--- config.mk ---
export PLATFORM = sky130hd
export DESIGN_NAME = irq_distributor
export DESIGN_NICKNAME = d
export VERILOG_FILES = /design/src/rtl/irq_dist_pkg.sv /design/src/rtl/irq_dist_mask_reg.sv /design/src/rtl/irq_dist_route_bank.sv /design/src/rtl/irq_dist_core_ctl.sv /design/src/rtl/irq_distributor.sv
export SDC_FILE = /design/constraint.sdc
export NUM_CORES = 1
export LEC_CHECK = 0
export BUFFER_PORTS_ARGS = -buffer_cell sky130_fd_sc_hd__buf_4
export CAP_MARGIN = 20
export CORE_ASPECT_RATIO = 0.5
export CORE_UTILIZATION = 35
export DETAILED_ROUTE_END_ITERATION = 6
export REMOVE_ABC_BUFFERS = 1
export SLEW_MARGIN = 5
export SYNTH_ARGS = -nofsm -noshare
export SYNTH_HDL_FRONTEND = slang
export SYNTH_SLANG_ARGS = --single-unit
export TNS_END_PERCENT = 5
--- constraint.sdc ---
create_clock -name clk -period 1.8 [get_ports clk]
set_input_delay 0.09 -clock clk [delete_from_list [all_inputs] [get_ports clk]]
set_output_delay 0.09 -clock clk [all_outputs]
set_load 0.005 [all_outputs]
--- src/rtl/irq_dist_pkg.sv ---
package irq_dist_pkg;
   localparam int unsigned OFS_EN_CLR = 'h180;
   localparam int unsigned OFS_EN_SET = 'h184;
   localparam int unsigned OFS_AS_CLR = 'h188;
   localparam int unsigned OFS_AS_SET = 'h18C;
   localparam int unsigned OFS_ID     = 'h1A0;
   localparam int unsigned OFS_STALL  = 'h200;
   localparam int unsigned OFS_CFG    = 'h220;
   localparam int unsigned ID_CORES_LSB = 18;

   typedef enum logic [1:0] {
      MOP_NONE = 2'd0,
      MOP_CLR  = 2'd1,
      MOP_SET  = 2'd2
   } mask_op_e;
endpackage

--- src/rtl/irq_dist_mask_reg.sv ---
module irq_dist_mask_reg
   import irq_dist_pkg::*;
#(
   parameter int unsigned W = 8,
   parameter logic [W-1:0] RST_VAL = '1
) (
   input  logic         clk,
   input  logic         rst_n,
   input  mask_op_e     op,
   input  logic [W-1:0] bits,
   output logic [W-1:0] q,
   output logic [W-1:0] d
);
   always_comb begin
      case (op)
         MOP_CLR: d = q & ~bits;
         MOP_SET: d = q | bits;
         default: d = q;
      endcase
   end

   always_ff @(posedge clk or negedge rst_n) begin
      if (!rst_n) q <= RST_VAL;
      else        q <= d;
   end
endmodule

--- src/rtl/irq_dist_route_bank.sv ---
module irq_dist_route_bank #(
   parameter int unsigned N_LINES = 8,
   parameter int unsigned N_CORES = 4,
   parameter int unsigned ADDR_W  = 10,
   parameter int unsigned DATA_W  = 32
) (
   input  logic                              clk,
   input  logic                              rst_n,
   input  logic                              we,
   input  logic [ADDR_W-1:0]                 addr,
   input  logic [DATA_W-1:0]                 wdata,
   output logic [N_LINES-1:0][N_CORES-1:0]   rt_q,
   output logic [N_LINES-1:0][N_CORES-1:0]   rt_d
);
   localparam logic [N_CORES-1:0] RT_RST = N_CORES'(1);

   for (genvar l = 0; l < N_LINES; l++) begin : g_line
      logic               hit;
      logic [N_CORES-1:0] word_q;
      assign hit = we && (addr == ADDR_W'(l));
      assign rt_d[l] = hit ? wdata[N_CORES-1:0] : word_q;
      always_ff @(posedge clk or negedge rst_n) begin
         if (!rst_n) word_q <= RT_RST;
         else        word_q <= rt_d[l];
      end
      assign rt_q[l] = word_q;
   end
endmodule

--- src/rtl/irq_dist_core_ctl.sv ---
module irq_dist_core_ctl
   import irq_dist_pkg::*;
#(
   parameter int unsigned N_CORES = 4,
   parameter int unsigned ADDR_W  = 10,
   parameter int unsigned DATA_W  = 32,
   parameter int unsigned CORE_W  = 2
) (
   input  logic               clk,
   input  logic               rst_n,
   input  logic               we,
   input  logic [ADDR_W-1:0]  addr,
   input  logic [DATA_W-1:0]  wdata,
   input  logic [CORE_W-1:0]  core,
   output logic [N_CORES-1:0] stall_q,
   output logic               cfg_rd
);
   localparam logic [N_CORES-1:0] STALL_RST = {N_CORES{1'b1}} & ~N_CORES'(1);

   logic               stall_hit;
   logic [N_CORES-1:0] cfg_q;

   assign stall_hit = we && (addr == ADDR_W'(OFS_STALL));

   always_ff @(posedge clk or negedge rst_n) begin
      if (!rst_n)         stall_q <= STALL_RST;
      else if (stall_hit) stall_q <= wdata[N_CORES-1:0];
   end

   for (genvar c = 0; c < N_CORES; c++) begin : g_cfg
      logic hit;
      assign hit = we && (addr == ADDR_W'(OFS_CFG)) && (core == CORE_W'(c));
      always_ff @(posedge clk or negedge rst_n) begin
         if (!rst_n)   cfg_q[c] <= 1'b0;
         else if (hit) cfg_q[c] <= wdata[0];
      end
   end

   always_comb begin
      cfg_rd = 1'b0;
      for (int c = 0; c < N_CORES; c++) begin
         if (core == CORE_W'(c)) cfg_rd = cfg_q[c];
      end
   end
endmodule

--- src/rtl/irq_distributor.sv ---
module irq_distributor
   import irq_dist_pkg::*;
#(
   parameter int unsigned N_CORES = 4,
   parameter int unsigned N_EXT   = 7,
   parameter int unsigned ADDR_W  = 10,
   parameter int unsigned DATA_W  = 32,
   localparam int unsigned N_LINES = N_EXT + 1,
   localparam int unsigned OUT_W   = N_LINES + 2,
   localparam int unsigned CORE_W  = (N_CORES > 1) ? $clog2(N_CORES) : 1
) (
   input  logic                       clk,
   input  logic                       rst_n,
   input  logic                       reg_we,
   input  logic [ADDR_W-1:0]          reg_addr,
   input  logic [DATA_W-1:0]          reg_wdata,
   input  logic [CORE_W-1:0]          reg_core,
   output logic [DATA_W-1:0]          reg_rdata,
   input  logic [N_EXT-1:0]           ext_irq,
   input  logic [3*N_CORES-1:0]       ipi_in,
   output logic [N_CORES*OUT_W-1:0]   irq_out,
   output logic [N_CORES-1:0]         stall_out
);
   localparam int unsigned LIW = $clog2(N_LINES);

   if (N_CORES < 1 || N_CORES > 32) begin : g_bad_cores
      $error("irq_distributor: N_CORES must be 1..32");
   end
   if (N_EXT < 1 || N_EXT > 31) begin : g_bad_ext
      $error("irq_distributor: N_EXT must be 1..31");
   end
   if (ADDR_W < 10) begin : g_bad_addr
      $error("irq_distributor: ADDR_W must be at least 10");
   end
   if (DATA_W < 32) begin : g_bad_data
      $error("irq_distributor: DATA_W must be at least 32");
   end

   mask_op_e                         en_op, as_op;
   logic [N_LINES-1:0]               en_q, en_d, as_q, as_d;
   logic [N_LINES-1:0][N_CORES-1:0]  rt_q, rt_d;
   logic                             cfg_rd;
   logic [N_LINES-1:0]               line_state;
   logic [N_LINES-1:0]               pend;

   always_comb begin
      en_op = MOP_NONE;
      as_op = MOP_NONE;
      if (reg_we) begin
         if (reg_addr == ADDR_W'(OFS_EN_CLR)) en_op = MOP_CLR;
         if (reg_addr == ADDR_W'(OFS_EN_SET)) en_op = MOP_SET;
         if (reg_addr == ADDR_W'(OFS_AS_CLR)) as_op = MOP_CLR;
         if (reg_addr == ADDR_W'(OFS_AS_SET)) as_op = MOP_SET;
      end
   end

   irq_dist_mask_reg #(.W(N_LINES), .RST_VAL({N_LINES{1'b1}})) u_en (
      .clk(clk), .rst_n(rst_n), .op(en_op),
      .bits(reg_wdata[N_LINES-1:0]), .q(en_q), .d(en_d)
   );

   irq_dist_mask_reg #(.W(N_LINES), .RST_VAL('0)) u_as (
      .clk(clk), .rst_n(rst_n), .op(as_op),
      .bits(reg_wdata[N_LINES-1:0]), .q(as_q), .d(as_d)
   );

   irq_dist_route_bank #(
      .N_LINES(N_LINES), .N_CORES(N_CORES), .ADDR_W(ADDR_W), .DATA_W(DATA_W)
   ) u_route (
      .clk(clk), .rst_n(rst_n), .we(reg_we), .addr(reg_addr),
      .wdata(reg_wdata), .rt_q(rt_q), .rt_d(rt_d)
   );

   irq_dist_core_ctl #(
      .N_CORES(N_CORES), .ADDR_W(ADDR_W), .DATA_W(DATA_W), .CORE_W(CORE_W)
   ) u_ctl (
      .clk(clk), .rst_n(rst_n), .we(reg_we), .addr(reg_addr),
      .wdata(reg_wdata), .core(reg_core), .stall_q(stall_out), .cfg_rd(cfg_rd)
   );

   // line 0 is reserved for software; external inputs start at line 1
   assign line_state = {ext_irq, 1'b0};
   assign pend       = (line_state & en_d) | as_d;

   for (genvar c = 0; c < N_CORES; c++) begin : g_core
      logic [N_LINES-1:0] sel;
      logic [OUT_W-1:0]   vec_d, vec_q;
      for (genvar l = 0; l < N_LINES; l++) begin : g_sel
         assign sel[l] = rt_d[l][c];
      end
      assign vec_d = {pend & sel, 2'b00} | OUT_W'(ipi_in[3*c +: 3]);
      always_ff @(posedge clk or negedge rst_n) begin
         if (!rst_n) vec_q <= '0;
         else        vec_q <= vec_d;
      end
      assign irq_out[c*OUT_W +: OUT_W] = vec_q;
   end

   always_comb begin
      reg_rdata = '0;
      if (reg_addr < ADDR_W'(N_LINES)) begin
         reg_rdata = DATA_W'(rt_q[reg_addr[LIW-1:0]]);
      end else begin
         case (reg_addr)
            ADDR_W'(OFS_EN_CLR): reg_rdata = DATA_W'(en_q);
            ADDR_W'(OFS_AS_CLR): reg_rdata = DATA_W'(as_q);
            ADDR_W'(OFS_ID):     reg_rdata = (DATA_W'(N_CORES - 1) << ID_CORES_LSB)
                                             | DATA_W'(reg_core);
            ADDR_W'(OFS_STALL):  reg_rdata = DATA_W'(stall_out);
            ADDR_W'(OFS_CFG):    reg_rdata = DATA_W'(cfg_rd);
            default:             reg_rdata = '0;
         endcase
      end
   end
endmodule

After elaboration in Yosys (flattened, before gate mapping)
Cells that the tools add are included.
{ "word_totals": {"latch_bits": 0, "out_inout_bits": 76, "elab_cells": 97, "rom_bits": 0, "inputBits": 66, "mem_count": 0, "mem_bits_rw": 0, "register_bits": 96} }
{ "op_classes": {"n_shift": 0, "eq_ne": 21, "mux": 24, "reduce_logical": 16, "magnitude_cmp": 2, "div": 0, "bitwise_logic": 15, "add_sub_neg": 0, "n_mul": 0} }
{ "ops": {"columns": ["operator", "n"], "rows": [
  ["$pmux 20 s5", 1],
  ["$and 8x8->8", 7],
  ["$eq 10x9->1 const B", 5],
  ["$eq 10x3->1 const B", 4],
  ["$or 10x3->10", 4],
  ["$mux 4", 9],
  ["$pmux 8 s2", 2],
  ["$or 8x8->8", 3],
  ["$eq 10x10->1 const B", 2],
  ["$eq 10x2->1 const B", 2],
  ["$mux 20", 1],
  ["$logic_and 1x1->1", 14],
  ["$bmux 4 s3", 1],
  ["$eq 10x1->1 const B", 1],
  ["$logic_not 10->1", 1],
  ["$lt 10x4->1 const B", 1],
  ["$eq 2x2->1 const B", 4],
  ["$mux 2", 4],
  ["$not 8->8", 1],
  ["$eq 2x1->1 const B", 3],
  ["$mux 1", 6],
  ["$lt 3x4->1 const B", 1],
  ["$logic_not 2->1", 1]
]} }

Depth between registers and ports, before layout
{ "depth": {"depth_word": 10, "depth_mapped": 11, "depth_no_buf": 9} }

Hierarchy
A second synthesis with hierarchy kept.
{ "unflattened": {"hier_cells": 364, "hier_area_um2": 4727.0} }
{ "by_module_without_submodules": {"columns": ["module", "seq_area_each_um2", "cells_each", "area_each_um2", "instances"], "rows": [
  ["irq_distributor", 1001.0, 178, 2100.8, 1],
  ["irq_dist_route_bank", 810.8, 83, 1362.6, 1],
  ["irq_dist_core_ctl", 203.9, 29, 425.4, 1],
  ["irq_dist_mask_reg (u_en)", 210.2, 37, 424.2, 1],
  ["irq_dist_mask_reg (u_as)", 200.2, 37, 414.1, 1]
]} }

Worst setup path after synthesis
Ideal clock, no wire load.
{ "synth_path": {"path_kind": "input -> register", "start": "in reg_addr[0]", "end": "reg g_core[3].vec_q[9]", "setup_ps": 129, "arrival_ps": 2270, "cell_stages": 10, "path_slack_ps": -599, "t_required_ps": 1671, "n_path_buf": 1, "path_cell_list": "buf_2 > nor4_2 > nand2_1 > nor2_1 > nand2_1 > ha_1 > nor2_1 > a2bb2oi_1 > a21oi_1 > nor2b_1"} }
{ "synth_between": {"elab_chain_len": 10, "word_cells_on_any_way": 23, "classes_between": "eq/ne: 9; mux: 9; bitwise: 4; reduce/logical: 1"} }
{ "synth_rtl": {"columns": ["item", "line_no", "source"], "rows": [
  ["start, declared", "irq_distributor.sv:15", "input logic [ADDR_W-1:0] reg_addr,"],
  ["$eq 10x9->1", "irq_distributor.sv:50", "if (reg_addr == ADDR_W'(OFS_EN_CLR)) en_op = MOP_CLR;"],
  ["$mux 1", "irq_distributor.sv:50", null],
  ["$mux 2 *", "irq_distributor.sv:51", "if (reg_addr == ADDR_W'(OFS_EN_SET)) en_op = MOP_SET;"],
  ["$mux 2 *", "irq_distributor.sv:49", "if (reg_we) begin"],
  ["$eq 2x2->1 / $eq 2x1->1 (equally long branches)", "irq_dist_mask_reg.sv:15", "case (op)"],
  ["$pmux 8 s2 *", "irq_dist_mask_reg.sv:15", null],
  ["named net en_d[7]", "irq_distributor.sv:40", "logic [N_LINES-1:0] en_q, en_d, as_q, as_d;"],
  ["$and 8x8->8 *", "irq_distributor.sv:83", "assign pend = (line_state & en_d) | as_d;"],
  ["$or 8x8->8 *", "irq_distributor.sv:83", null],
  ["$and 8x8->8 *", "irq_distributor.sv:91", "assign vec_d = {pend & sel, 2'b00} | OUT_W'(ipi_in[3*c +: 3]);"],
  ["$or 10x3->10 *", "irq_distributor.sv:91", null],
  ["named net g_core[3].vec_d[9]", "irq_distributor.sv:87", "logic [OUT_W-1:0] vec_d, vec_q;"],
  ["end signal, assigned", "irq_distributor.sv:94", "else vec_q <= vec_d;"],
  ["end, declared", "irq_distributor.sv:87", null]
]} }
Mark *: on every way through the listed nets, which the timed path passes. The rest lies on a longest branch.
A chain may end at the register's enable or synchronous reset.

Final worst setup path
{ "layout_path": {"start": "reg u_route.g_line[7].word_q[1]", "end": "out reg_rdata[1]"} }
{ "layout_between": {"elab_chain_len": 3} }
{ "layout_rtl": {"columns": ["item", "line_no", "source"], "rows": [
  ["start, declared", "irq_dist_route_bank.sv:19", "logic [N_CORES-1:0] word_q;"],
  ["start signal, assigned", "irq_dist_route_bank.sv:24", "else word_q <= rt_d[l];"],
  ["$bmux 4 s3", "irq_distributor.sv:102", "reg_rdata = DATA_W'(rt_q[reg_addr[LIW-1:0]]);"],
  ["$mux 4 (not written as such)", "irq_distributor.sv:102", null],
  ["$mux 20", "irq_distributor.sv:101", "if (reg_addr < ADDR_W'(N_LINES)) begin"],
  ["end, declared", "irq_distributor.sv:18", "output logic [DATA_W-1:0] reg_rdata,"]
]} }
No other way between the ends. The select of a mux whose other input is x is not followed.

==> flow_summary.html <==
<table>
<tr><th>Metric</th><th>Value</th></tr>
<tr><th colspan="2">Run status</th></tr>
<tr><td>Run status</td><td>finished, violations left</td></tr>
<tr><td>Failing checks</td><td>negative setup slack</td></tr>
<tr><th colspan="2">Placed design</th></tr>
<tr><td>Worst-case setup slack after placement</td><td>-600.2 ps</td></tr>
<tr><td>Buffers on Ports</td><td>95</td></tr>
<tr><td>Half-perimeter wire length after detailed placement</td><td>between 8000 and 9000 µm</td></tr>
<tr><td>Routability congestion estimate from global placement</td><td>roughly 0.87</td></tr>
<tr><th colspan="2">STA</th></tr>
<tr><td>Count of endpoints failing setup in the final report</td><td>4</td></tr>
<tr><td>Min Clock Period, post-route</td><td>1971 ps</td></tr>
<tr><td>Setup repair after global routing missed its margin</td><td>true</td></tr>
<tr><td>PnR worst setup slack</td><td>-171.5 ps</td></tr>
<tr><td>Final Max Slew Viols</td><td>0</td></tr>
<tr><td>Hold WS</td><td>just over 30 ps</td></tr>
<tr><td>Total negative slack for setup checks</td><td>-466.8 ps</td></tr>
<tr><td>Fmax achieved</td><td>507.2 MHz</td></tr>
<tr><td>Tcrit/Tclk final</td><td>1.095</td></tr>
<tr><td>Worst setup skew after layout</td><td>5.633 ps</td></tr>
<tr><td>Count of endpoints failing hold in the final timing report</td><td>0</td></tr>
<tr><th colspan="2">GRT</th></tr>
<tr><td>Global-route wire length before repair</td><td>18,840 µm</td></tr>
<tr><td>Maximum number of pins on one net before global-route repair</td><td>54</td></tr>
<tr><td>All-Layer GR Usage</td><td>0.1902</td></tr>
<tr><td>Number of global-route vias before repair</td><td>3,450</td></tr>
<tr><td>Antenna violations before repair</td><td>0</td></tr>
<tr><td>Global route total overflow</td><td>0</td></tr>
<tr><th colspan="2">Setup path</th></tr>
<tr><td>Endpoint type of the worst setup path</td><td>primary output</td></tr>
<tr><td>CP arrival</td><td>around 1900 ps</td></tr>
<tr><td>Max FO, Critical Path</td><td>2</td></tr>
<tr><td>Slowest cell on crit path</td><td>sky130_fd_sc_hd__mux4_2</td></tr>
<tr><td>Required @ worst endpoint</td><td>1710 ps</td></tr>
<tr><td>Maximum single-stage delay on the critical path</td><td>500 ps</td></tr>
<tr><td>Critical path class</td><td>register to primary output</td></tr>
<tr><td>Worst Setup Start Kind</td><td>register</td></tr>
<tr><td>Worst r2r path cells</td><td>4</td></tr>
<tr><td>Cells along the critical path</td><td>mux4_2 -&gt; mux2i_1 -&gt; o2bb2ai_1 -&gt; a21o_1 -&gt; buf_6</td></tr>
<tr><th colspan="2">Synthesis</th></tr>
<tr><td>Post-synthesis cell area</td><td>~4500 µm²</td></tr>
<tr><td>Distinct cells, synth</td><td>50</td></tr>
<tr><td>Post-synth EDFFs</td><td>0</td></tr>
<tr><td>Top_reg_cell synth</td><td>sky130_fd_sc_hd__dfrtp_1</td></tr>
<tr><td>Register bit count reported by yosys</td><td>96</td></tr>
<tr><td>Synth async-reset ratio</td><td>1.000</td></tr>
<tr><td>Post-Syn Area per Cell</td><td>11.54 µm²</td></tr>
<tr><td>Synthesized instance count</td><td>slightly below 400</td></tr>
<tr><td>Syn. warnings</td><td>0</td></tr>
<tr><td>Post-synthesis sequential area ratio</td><td>0.5349</td></tr>
<tr><th colspan="2">Power and ir drop</th></tr>
<tr><td>Leakage</td><td>3.287 nW</td></tr>
<tr><td>Maximum vdd ir drop</td><td>0.0004252 V</td></tr>
<tr><td>Overall power consumption</td><td>0.004700 W</td></tr>
<tr><td>P per Cell Area</td><td>731.9 nW/µm²</td></tr>
<tr><th colspan="2">Final layout</th></tr>
<tr><td>Share of the core filled with cells in the final layout</td><td>0.5252</td></tr>
<tr><td>Layout cell share with drive strength beyond 1</td><td>0.4450</td></tr>
<tr><td>Diode count</td><td>0</td></tr>
<tr><td>Net total in the final layout</td><td>620</td></tr>
<tr><td>Area growth from synthesis to layout</td><td>41.57%</td></tr>
<tr><th colspan="2">Floorplanning</th></tr>
<tr><td>Number of I/O pins</td><td>142</td></tr>
<tr><td>Row Count</td><td>28</td></tr>
<tr><td>Die H</td><td>82.50 µm</td></tr>
<tr><td>Std-Cell Core Area</td><td>12,230 µm²</td></tr>
<tr><td>Starting Density</td><td>0.3710</td></tr>
<tr><td>Die Wd</td><td>163.0 µm</td></tr>
<tr><td>Die area</td><td>between 10,000 and 15,000 µm²</td></tr>
<tr><th colspan="2">Detailed routing</th></tr>
<tr><td>Routed via count divided by cell count</td><td>4.869</td></tr>
<tr><td>DR vias</td><td>~3.5k</td></tr>
<tr><td>Routed len/inst</td><td>between 15 and 20 µm</td></tr>
<tr><td>Total iterations of the first detailed-routing run</td><td>4</td></tr>
<tr><td>Detailed Route WL</td><td>12,280 µm</td></tr>
<tr><td>Number of antenna-violating nets in the routed design</td><td>0</td></tr>
<tr><td>Number of DRC violations after detailed routing</td><td>0</td></tr>
<tr><td>Number of violations reported at the end of detailed-routing iteration 0</td><td>161</td></tr>
<tr><th colspan="2">Worst hold path</th></tr>
<tr><td>Worst hold path depth</td><td>3</td></tr>
<tr><td>Type of the tightest min-delay check</td><td>input pin to register</td></tr>
<tr><th colspan="2">Clock network</th></tr>
<tr><td>Clock sink count</td><td>96</td></tr>
<tr><td>H-Tree Depth</td><td>3</td></tr>
<tr><td>Inserted Clock Buffers</td><td>9</td></tr>
<tr><td>CTS tree</td><td>done</td></tr>
<tr><td>Clock Tree Root</td><td>sky130_fd_sc_hd__clkbuf_16</td></tr>
<tr><td>Clock insertion delay at the later pin of the skew report</td><td>350 ps</td></tr>
<tr><td>Clock-pin slew on the worst setup and hold paths</td><td>70 ps</td></tr>
<tr><td>Clock Tree Buf Depth</td><td>2</td></tr>
<tr><th colspan="2">Run</th></tr>
<tr><td>MaxCap Viol Count</td><td>0</td></tr>
</table>
## cell families after synthesis
logic type | synth area share
flip-flops | 0.5349
buffers and inverters | 0.07669
other | 0.0008268
multiplexers | 0.1360
AO/OA/AOI/OAI | 0.08304
adder cells (fa/ha/maj) | 0.01103
AND/OR/NAND/NOR | 0.1575
## placed cells by master, fill, tap and decap left out, types with 3 or more instances in the layout
| cell | instances |
|---|---|
| sky130_fd_sc_hd__a21oi_1 | 7 |
| sky130_fd_sc_hd__a21oi_2 | 5 |
| sky130_fd_sc_hd__a22o_1 | 4 |
| sky130_fd_sc_hd__a2bb2oi_1 | 3 |
| sky130_fd_sc_hd__a2bb2oi_2 | 11 |
| sky130_fd_sc_hd__buf_4 | 143 |
| sky130_fd_sc_hd__buf_6 | 4 |
| sky130_fd_sc_hd__clkbuf_16 | 9 |
| sky130_fd_sc_hd__conb_1 | 22 |
| sky130_fd_sc_hd__dfrtp_1 | 77 |
| sky130_fd_sc_hd__dfstp_2 | 19 |
| sky130_fd_sc_hd__dlygate4sd3_1 | 13 |
| sky130_fd_sc_hd__inv_1 | 31 |
| sky130_fd_sc_hd__mux2_2 | 13 |
| sky130_fd_sc_hd__mux2i_1 | 26 |
| sky130_fd_sc_hd__mux2i_2 | 3 |
| sky130_fd_sc_hd__mux4_2 | 8 |
| sky130_fd_sc_hd__nand2_1 | 12 |
| sky130_fd_sc_hd__nand2b_1 | 16 |
| sky130_fd_sc_hd__nand3_1 | 6 |
| sky130_fd_sc_hd__nand4_1 | 11 |
| sky130_fd_sc_hd__nor2_1 | 24 |
| sky130_fd_sc_hd__nor2b_1 | 19 |
| sky130_fd_sc_hd__nor3_1 | 4 |
| sky130_fd_sc_hd__nor4_4 | 3 |
| sky130_fd_sc_hd__o21ai_1 | 4 |
| sky130_fd_sc_hd__o21bai_1 | 4 |
## per-stage QoR
stage	std cells	area [µm²]
5_1_grt	720	6421
2_1_floorplan	378	4387
4_1_cts	720	6280
3_5_place_dp	691	5717
6_report	720	6421
3_3_place_gp	691	5717
## synthesized netlist by cell type, types with 5 or more instances
cell type	instances	area, µm²
sky130_fd_sc_hd__mux2_2	13	146.4
sky130_fd_sc_hd__nor2b_1	22	137.6
sky130_fd_sc_hd__mux2i_1	29	290.3
sky130_fd_sc_hd__nand3_1	6	30.03
sky130_fd_sc_hd__nand2b_1	16	100.1
sky130_fd_sc_hd__buf_2	5	25.02
sky130_fd_sc_hd__buf_4	23	172.7
sky130_fd_sc_hd__nand4_1	11	68.82
sky130_fd_sc_hd__dfrtp_1	77	1927
sky130_fd_sc_hd__nand2_1	14	52.55
sky130_fd_sc_hd__a21oi_1	14	70.07
sky130_fd_sc_hd__mux4_2	8	180.2
sky130_fd_sc_hd__a2bb2oi_1	14	122.6
sky130_fd_sc_hd__dfstp_2	19	499.2
sky130_fd_sc_hd__clkbuf_1	8	30.03
sky130_fd_sc_hd__nor2_1	26	97.59
sky130_fd_sc_hd__inv_1	32	120.1
## registers in the layout, summed over array words and instances, names as in the netlist
register,flops
u_as.q,8
u_ctl.cfg_q,4
g_core.vec_q,40
u_en.q,8
u_ctl.stall_q,4
u_route.g_line.word_q,32
## path summary, 6_finish.rpt
path                                          endpoint                   startpoint  slack [ps]
max                                       reg_rdata[1]  u_route.g_line[7].word_q[1]        -170
min                                          u_en.q[5]                 reg_wdata[5]          30
max reg2reg                         g_core[0].vec_q[9]                    u_en.q[7]         620
min reg2reg                u_route.g_line[1].word_q[3]  u_route.g_line[1].word_q[3]         500
max in group asynchronous  u_route.g_line[0].word_q[0]                        rst_n         930
min in group asynchronous           g_core[0].vec_q[1]                        rst_n         210
## critical path, delay by kind of cell (launching register included)
family	cells	cell delay, ps
multiplexers	2	700
flip-flops	1	390
AO/OA/AOI/OAI	2	320
buffers and inverters	1	120
## area by class of cell
class	instances	area, µm²
fill	1069	5806
sequential	96	2426
multi-input combinational	250	2079
timing repair buffer	161	1269
clock buffer	9	225.2
tap	165	206.4
inverter	32	120.1
clock inverter	7	95.09
## per-layer routing
layer,vias up,track usage,part of all wire
met4,0,0.04206,0.012
met5,-,0,0
li1,1646,-,-
met2,94,0.2953,0.46
met3,15,0.03447,0.048
met1,1751,0.2772,0.48
## what timing repair did
action / in CTS / in global routing
hold buffers: 13 / 0
gates resized for setup: 22 / 28
endpoints found under the hold margin: 39 / 0
endpoints found under the setup margin: 37 / 37
buffers inserted: 0 / 0
pin swaps: 1 / 6
## power breakdown
group / internal [W] / leakage (nW) / switching, W
clock network: 0.00112 / 0.157 / 0.000920
logic: 0.000209 / 1.89 / 0.000228
registers: 0.00220 / 1.24 / 0.0000202
No activity file was read; power rests on OpenSTA's default activity.
